## src/rtl/i2c_evt_pkg.sv

```systemverilog
package i2c_evt_pkg;
  localparam int NFLAG      = 7;
  localparam int FL_START   = 0;
  localparam int FL_RESTART = 1;
  localparam int FL_STOP    = 2;
  localparam int FL_ADDR    = 3;
  localparam int FL_WR      = 4;
  localparam int FL_ACK     = 5;
  localparam int FL_CNT     = 6;
  typedef logic [NFLAG-1:0] flag_vec_t;
endpackage

```

## src/rtl/i2c_bus_detect.sv

```systemverilog
module i2c_bus_detect #(
  parameter int SYNC_STAGES = 2
) (
  input  logic clk_i,
  input  logic rst_ni,
  input  logic scl_i,
  input  logic sda_i,
  output logic scl_rise_o,
  output logic scl_fall_o,
  output logic sda_o,
  output logic start_o,
  output logic restart_o,
  output logic stop_o,
  output logic busy_o
);
  logic [SYNC_STAGES-1:0] scl_sh, sda_sh;
  logic scl_s, sda_s, scl_q, sda_q, busy_q, hi_fall;

  always_ff @(posedge clk_i or negedge rst_ni) begin
    if (!rst_ni) begin
      scl_sh <= '1;
      sda_sh <= '1;
      scl_q  <= 1'b1;
      sda_q  <= 1'b1;
    end else begin
      scl_sh <= {scl_sh[SYNC_STAGES-2:0], scl_i};
      sda_sh <= {sda_sh[SYNC_STAGES-2:0], sda_i};
      scl_q  <= scl_s;
      sda_q  <= sda_s;
    end
  end

  assign scl_s = scl_sh[SYNC_STAGES-1];
  assign sda_s = sda_sh[SYNC_STAGES-1];

  assign scl_rise_o = scl_s & ~scl_q;
  assign scl_fall_o = ~scl_s & scl_q;
  assign sda_o      = sda_s;
  assign hi_fall    = scl_s & scl_q & sda_q & ~sda_s;
  assign start_o    = hi_fall & ~busy_q;
  assign restart_o  = hi_fall & busy_q;
  assign stop_o     = scl_s & scl_q & ~sda_q & sda_s;
  assign busy_o     = busy_q;

  always_ff @(posedge clk_i or negedge rst_ni) begin
    if (!rst_ni)      busy_q <= 1'b0;
    else if (start_o) busy_q <= 1'b1;
    else if (stop_o)  busy_q <= 1'b0;
  end

  p_busy_after_start_r2: assert property (@(posedge clk_i) disable iff (!rst_ni)
    start_o |=> busy_o);
  p_idle_after_stop_r2: assert property (@(posedge clk_i) disable iff (!rst_ni)
    stop_o |=> !busy_o);
endmodule

```

## src/rtl/i2c_edge_count.sv

```systemverilog
module i2c_edge_count #(
  parameter int BYTE_EDGES = 9
) (
  input  logic clk_i,
  input  logic rst_ni,
  input  logic scl_rise_i,
  input  logic scl_fall_i,
  input  logic sda_i,
  input  logic start_i,
  input  logic restart_i,
  input  logic stop_i,
  output logic data_fall_o,
  output logic ack_fall_o,
  output logic first_byte_o,
  output logic ack_low_o
);
  localparam int CW = $clog2(BYTE_EDGES + 1);
  localparam logic [CW-1:0] LAST = CW'(BYTE_EDGES);
  localparam logic [CW-1:0] DATA = CW'(BYTE_EDGES - 1);

  logic [CW-1:0] cnt_q, cnt_nxt;
  logic skip_q, first_q, sda_at_rise_q, counted, sync_clr;

  assign sync_clr = start_i | restart_i | stop_i;
  assign counted  = scl_fall_i & ~skip_q & ~sync_clr;
  assign cnt_nxt  = (cnt_q == LAST) ? CW'(1) : cnt_q + CW'(1);

  always_ff @(posedge clk_i or negedge rst_ni) begin
    if (!rst_ni) begin
      cnt_q  <= '0;
      skip_q <= 1'b1;
    end else if (sync_clr) begin
      cnt_q  <= '0;
      skip_q <= 1'b1;
    end else if (scl_fall_i) begin
      if (skip_q) skip_q <= 1'b0;
      else        cnt_q  <= cnt_nxt;
    end
  end

  always_ff @(posedge clk_i or negedge rst_ni) begin
    if (!rst_ni)                      first_q <= 1'b0;
    else if (start_i || restart_i)    first_q <= 1'b1;
    else if (stop_i || ack_fall_o)    first_q <= 1'b0;
  end

  always_ff @(posedge clk_i or negedge rst_ni) begin
    if (!rst_ni)         sda_at_rise_q <= 1'b1;
    else if (scl_rise_i) sda_at_rise_q <= sda_i;
  end

  assign data_fall_o  = counted & (cnt_nxt == DATA);
  assign ack_fall_o   = counted & (cnt_nxt == LAST);
  assign first_byte_o = first_q;
  assign ack_low_o    = ~sda_at_rise_q;

  p_cnt_range_r3: assert property (@(posedge clk_i) disable iff (!rst_ni)
    cnt_q <= LAST);
  p_ack_edge_r3: assert property (@(posedge clk_i) disable iff (!rst_ni)
    ack_fall_o |=> cnt_q == LAST);
  p_restart_clears_r3: assert property (@(posedge clk_i) disable iff (!rst_ni)
    (start_i || restart_i) |=> (cnt_q == '0) && first_byte_o);
endmodule

```

## src/rtl/i2c_flag_bank.sv

```systemverilog
module i2c_flag_bank
  import i2c_evt_pkg::*;
(
  input  logic      clk_i,
  input  logic      rst_ni,
  input  flag_vec_t set_i,
  input  flag_vec_t flag_clr_i,
  input  logic      pie_we_i,
  input  flag_vec_t pie_wdata_i,
  input  logic      gie_i,
  input  logic      ack_hold_en_i,
  input  logic      wr_hold_en_i,
  input  logic      ack_low_i,
  input  logic      rxb_rd_i,
  input  logic      clrbf_i,
  input  logic      stretch_rel_i,
  output flag_vec_t flags_o,
  output flag_vec_t pie_o,
  output logic      rxbf_o,
  output logic      rxif_o,
  output logic      gen_if_o,
  output logic      irq_o,
  output logic      stretch_o
);
  flag_vec_t flags_q, pie_q;
  logic rxbf_q, rxif_q, irq_q, stretch_q, rx_set, new_evt;

  assign rx_set  = set_i[FL_WR];
  // an event counts only on the transition of a flag from clear to set
  assign new_evt = (|(set_i & ~flags_q & pie_q)) | (rx_set & ~rxif_q & wr_hold_en_i);

  always_ff @(posedge clk_i or negedge rst_ni) begin
    if (!rst_ni) begin
      flags_q <= '0;
      pie_q   <= '0;
      irq_q   <= 1'b0;
    end else begin
      flags_q <= (flags_q & ~flag_clr_i) | set_i;
      if (pie_we_i) pie_q <= pie_wdata_i;
      irq_q <= gie_i & new_evt;
    end
  end

  always_ff @(posedge clk_i or negedge rst_ni) begin
    if (!rst_ni) begin
      rxbf_q <= 1'b0;
      rxif_q <= 1'b0;
    end else if (rx_set) begin
      rxbf_q <= 1'b1;
      rxif_q <= 1'b1;
    end else if (rxb_rd_i || clrbf_i) begin
      rxbf_q <= 1'b0;
      rxif_q <= 1'b0;
    end
  end

  always_ff @(posedge clk_i or negedge rst_ni) begin
    if (!rst_ni)                                      stretch_q <= 1'b0;
    else if (set_i[FL_ACK] && ack_hold_en_i && ack_low_i) stretch_q <= 1'b1;
    else if (stretch_rel_i)                           stretch_q <= 1'b0;
  end

  assign flags_o   = flags_q;
  assign pie_o     = pie_q;
  assign rxbf_o    = rxbf_q;
  assign rxif_o    = rxif_q;
  assign irq_o     = irq_q;
  assign stretch_o = stretch_q;
  assign gen_if_o  = (|(flags_q & pie_q)) | (rxif_q & wr_hold_en_i);

  for (genvar i = 0; i < NFLAG; i++) begin : g_sticky
    p_flag_sticky_r12: assert property (@(posedge clk_i) disable iff (!rst_ni)
      flags_q[i] && !flag_clr_i[i] |=> flags_q[i]);
  end

  p_irq_needs_gie_r11: assert property (@(posedge clk_i) disable iff (!rst_ni)
    irq_o |-> $past(gie_i));
  p_stretch_hold_r6: assert property (@(posedge clk_i) disable iff (!rst_ni)
    stretch_q && !stretch_rel_i |=> stretch_q);
  p_rx_hold_r8: assert property (@(posedge clk_i) disable iff (!rst_ni)
    rxbf_q && !rxb_rd_i && !clrbf_i |=> rxbf_q && rxif_q);
  p_rx_with_wr_r7: assert property (@(posedge clk_i) disable iff (!rst_ni)
    rx_set |=> flags_q[FL_WR] && rxbf_q);
endmodule

```

## src/rtl/i2c_evt_irq.sv

```systemverilog
module i2c_evt_irq
  import i2c_evt_pkg::*;
#(
  parameter int SYNC_STAGES = 2,
  parameter int BYTE_EDGES  = 9
) (
  input  logic             clk_i,
  input  logic             rst_ni,
  input  logic             scl_i,
  input  logic             sda_i,
  input  logic             cnt_zero_i,
  input  logic             client_addr_i,
  input  logic             host_wr_i,
  input  logic [NFLAG-1:0] flag_clr_i,
  input  logic             pie_we_i,
  input  logic [NFLAG-1:0] pie_wdata_i,
  input  logic             gie_i,
  input  logic             ack_hold_en_i,
  input  logic             wr_hold_en_i,
  input  logic             rxb_rd_i,
  input  logic             clrbf_i,
  input  logic             stretch_rel_i,
  output logic [NFLAG-1:0] flags_o,
  output logic [NFLAG-1:0] pie_o,
  output logic             rxbf_o,
  output logic             rxif_o,
  output logic             gen_if_o,
  output logic             irq_o,
  output logic             stretch_o
);
  logic scl_rise, scl_fall, sda_s, start, restart, stop, busy;
  logic data_fall, ack_fall, first_byte, ack_low;
  flag_vec_t set_vec;

  i2c_bus_detect #(.SYNC_STAGES(SYNC_STAGES)) u_detect (
    .clk_i, .rst_ni, .scl_i, .sda_i,
    .scl_rise_o(scl_rise), .scl_fall_o(scl_fall), .sda_o(sda_s),
    .start_o(start), .restart_o(restart), .stop_o(stop), .busy_o(busy)
  );

  i2c_edge_count #(.BYTE_EDGES(BYTE_EDGES)) u_count (
    .clk_i, .rst_ni,
    .scl_rise_i(scl_rise), .scl_fall_i(scl_fall), .sda_i(sda_s),
    .start_i(start), .restart_i(restart), .stop_i(stop),
    .data_fall_o(data_fall), .ack_fall_o(ack_fall),
    .first_byte_o(first_byte), .ack_low_o(ack_low)
  );

  always_comb begin
    set_vec              = '0;
    set_vec[FL_START]    = start;
    set_vec[FL_RESTART]  = restart;
    set_vec[FL_STOP]     = stop;
    set_vec[FL_ADDR]     = ack_fall & first_byte & client_addr_i;
    set_vec[FL_WR]       = data_fall & ~first_byte & client_addr_i & host_wr_i;
    set_vec[FL_ACK]      = ack_fall & client_addr_i;
    set_vec[FL_CNT]      = ack_fall & cnt_zero_i;
  end

  i2c_flag_bank u_bank (
    .clk_i, .rst_ni,
    .set_i(set_vec), .flag_clr_i, .pie_we_i, .pie_wdata_i, .gie_i,
    .ack_hold_en_i, .wr_hold_en_i, .ack_low_i(ack_low),
    .rxb_rd_i, .clrbf_i, .stretch_rel_i,
    .flags_o, .pie_o, .rxbf_o, .rxif_o, .gen_if_o, .irq_o, .stretch_o
  );

  p_restart_only_busy_r2: assert property (@(posedge clk_i) disable iff (!rst_ni)
    flags_o[FL_RESTART] && !$past(flags_o[FL_RESTART]) |-> $past(busy));
endmodule

```

## config.mk

```make
export PLATFORM = sky130hd
export DESIGN_NAME = i2c_evt_irq
export DESIGN_NICKNAME = d
export VERILOG_FILES = /design/src/rtl/i2c_evt_pkg.sv /design/src/rtl/i2c_bus_detect.sv /design/src/rtl/i2c_edge_count.sv /design/src/rtl/i2c_flag_bank.sv /design/src/rtl/i2c_evt_irq.sv
export SDC_FILE = /design/constraint.sdc
export NUM_CORES = 1
export LEC_CHECK = 0
export ABC_AREA = 1
export BUFFER_PORTS_ARGS = -buffer_cell sky130_fd_sc_hd__buf_4
export CAP_MARGIN = 20
export CORE_AREA = 2 2 57 59
export CTS_CLUSTER_SIZE = 20
export DETAILED_ROUTE_END_ITERATION = 6
export DIE_AREA = 0 0 59 61
export GPL_TIMING_DRIVEN = 0
export PLACE_DENSITY = 0.75
export SLEW_MARGIN = 20
export SYNTH_ARGS = -nofsm -noshare
export SYNTH_HDL_FRONTEND = slang
export SYNTH_SLANG_ARGS = --single-unit
```

## constraint.sdc

```tcl
create_clock -name clk_i -period 1.6 [get_ports clk_i]
set_input_delay 0.16 -clock clk_i [delete_from_list [all_inputs] [get_ports clk_i]]
set_output_delay 0.16 -clock clk_i [all_outputs]
set_load 0.05 [all_outputs]
```

==> flow_summary.ini <==
[status]
status = complete, no violations

[clocking]
htree_levels = 2
clockRootBuffer = clkbuf_4
cts_tree = built
clkTransAtPathRegs_ns = 0.10
cts_made_buffers = 5
clkLatencyLatePin_ns = 0.32
cts.path.max_buffers = 2
cts.sinks = 31

[timing]
finalHoldViolCount = 0
finalCritPeriodShare = 0.9441
max_slew_margin = 0.7451
setup_violations = 0
worstMarginPinSlew_ns = 0.3823
fin_hold_ws_ns = 0.01892
fmax_mhz = 662.0
clock_skew_ns = 0.01842
rsz0062_at_grt = no
fin_crit_ns = 1.510
setup_slack_ns = 0.08951
drv_slew = 0
fin_setup_tns_ns = 0

[synthesis]
syn_area_um2 = 1383
yosysWarningCount = 0
synth.ff_latch_count = 31
synth_nets = 180
yosysUniqueCellTypes = 24
synth_edf_count = 0
ys_seq_area_frac = 0.5683
synth_cells = 152
avgSynthCellArea_um2 = 9.096
synth_ff_type = dfrtp_1
ys_async_sr_fraction = 1.000

[floorplan]
floorplan.die.width_um = 59
die_area_um2 = 3599
core_um2 = 2953
rows = 20
die_h_um = 61
initial_core_util = 0.4682
ios = 47

[worst_setup_path]
critPathKind = flop to primary output
cp-start-kind = flop
critical_path_required_ns = 1.44
worstPathArrival_ns = 1.35
cp_max_fo = 3
crit_path_end_kind = primary output

[grt]
grt_use_total = 0.1889
overflow = 0
grt_antenna_before_repair = 0
first_global_vias = 1178
grt_max_degree = 32
grt_pass1_wl_mm = 5.037

[final_layout]
fin_nets = 238
area_growth_pct = 35.93
layout-drive-gt1-share = 0.3555
fin_util = 0.6364
final_cell_area_um2 = 1879
diodes = 0
fin_cells = 244

[drt]
firstDrtPassIters = 4
avgViaCountPerCell = 4.889
drt_wl_total_mm = 3.032
drc_errors = 0
ant_nets = 0
wl_per_cell_um = 12.43
drt-initial-drc-count = 38
vias = 1193

[power_and_ir_drop]
worst_ir_drop_vdd_v = 0.0004630
power-per-cell-area_nw_per_um2 = 939.4
leakage_nw = 0.9833
total_power_mw = 1.765

[hold_path]
min_path_type = input pin to flop

[placement]
place.gp.congestion = 0.7866
dpl_cell_area_um2 = 1775
port_buffers = 46
dpl_worst_slack_ns = 0.2576
dp_hpwl_mm = 2.395
place_inst = 231

[flow_run]
cap_violations = 0
critical path: stages, from the launching register on:
cell	delay, ns
dfrtp_1	0.41
inv_1	0.09
o22ai_1	0.08
a21oi_1	0.15
o2111ai_2	0.14
buf_6	0.17
report_power, final:
part | total, mW | switching (mW) | leakage (nW) | internal, mW
Clock | 0.419 | 0.244 | 0.0265 | 0.175
Sequential | 0.925 | 0.0561 | 0.385 | 0.868
Combinational | 0.422 | 0.273 | 0.572 | 0.149
Total | 1.77 | 0.573 | 0.983 | 1.19
cell families (layout without fill, tap and decap cells):
family | Yosys count | in the layout | synth area share
and+or+nand+nor | 55 | 55 | 0.2036
xor gates and xnor gates | 1 | 1 | 0.006336
buffers and inverters | 34 | 93 | 0.09502
AOI/OAI and AO/OA | 31 | 31 | 0.1267
DFF | 31 | 31 | 0.5683
cells in the final DEF, fill, tap and decap left out:
cell | Yosys | final
dlygate4sd3_1 | 0 | 4
clkbuf_1 | 1 | 4
nand4_1 | 2 | 2
nand4_2 | 1 | 1
dfrtp_1 | 23 | 23
nor2_1 | 13 | 13
nand4_4 | 1 | 1
clkbuf_4 | 0 | 5
buf_4 | 1 | 47
o32ai_1 | 1 | 1
nor2_8 | 1 | 1
o21ai_1 | 1 | 2
buf_6 | 0 | 1
nor2_2 | 2 | 2
nand2_1 | 26 | 26
o22ai_1 | 8 | 8
nand3_1 | 7 | 7
a21oi_2 | 0 | 1
nand3_2 | 1 | 1
inv_1 | 29 | 27
o31ai_1 | 1 | 1
o2111ai_2 | 0 | 1
inv_2 | 3 | 5
xor2_1 | 1 | 1
o21ai_0 | 15 | 14
a21oi_1 | 4 | 3
nand2_4 | 1 | 1
dfstp_2 | 8 | 8
timing repair:
action                                 4_1_cts  5_1_grt
gates resized for setup                      1        4
cloned                                       0        0
hold buffers                                 4        0
setup buffers                                1        0
pin swaps                                    1        1
endpoints found under the hold margin       26        0
setup endpoints to repair                    1        1
cell usage after synthesis, types with 2 or more instances:
cell | instances | area [um2]
inv_1 | 29 | 108.9
nand2_1 | 26 | 97.59
dfrtp_1 | 23 | 575.6
o21ai_0 | 15 | 75.07
nor2_1 | 13 | 48.80
dfstp_2 | 8 | 210.2
o22ai_1 | 8 | 50.05
nand3_1 | 7 | 35.03
a21oi_1 | 4 | 20.02
inv_2 | 3 | 11.26
nand4_1 | 2 | 12.51
nor2_2 | 2 | 12.51
worst paths after layout:
path                                         start               endpoint  slack [ns]  cells past startpoint
worst max-delay path             u_bank.flags_o[3]               gen_if_o        0.09                      5
worst min register to register  u_detect.scl_sh[0]     u_detect.scl_sh[1]        0.36                      0
min in group asynchronous                   rst_ni       u_count.cnt_q[0]        0.31                      2
worst max register to register      u_detect.scl_q       u_count.cnt_q[0]        0.26                      7
max in group asynchronous                   rst_ni  u_count.sda_at_rise_q        0.95                      2
worst min-delay path                 flag_clr_i[4]      u_bank.flags_o[4]        0.02                      2
registers in the layout (all words and copies together) (netlist names):
| name | flops |
|---|---|
| u_count.first_byte_o | 1 |
| u_count.cnt_q | 4 |
| u_detect.busy_o | 1 |
| u_bank.stretch_o | 1 |
| u_bank.flags_o | 7 |
| u_detect.sda_q | 1 |
| u_count.skip_q | 1 |
| u_bank.rxbf_o | 1 |
| u_count.sda_at_rise_q | 1 |
| u_bank.irq_o | 1 |
| u_bank.pie_o | 7 |
| u_detect.scl_q | 1 |
| u_detect.scl_sh | 2 |
| u_detect.sda_sh | 2 |
area by class of cell:
cell class / count / area, um2
clock buffer: 8 / 48.80
tap: 33 / 41.29
timing repair buffer: 51 / 396.6
fill: 266 / 1074
multi-input combinational: 87 / 475.5
sequential: 31 / 785.8
inverter: 32 / 120.1
buffer: 2 / 11.26
per-layer routing:
layer	GRT usage	wire length [um]
met3	0.04904	149
met4	0.06818	43
met2	0.3206	1559
met5	0	0
met1	0.2339	1279
Note: power is estimated with default switching activity, not from simulation.
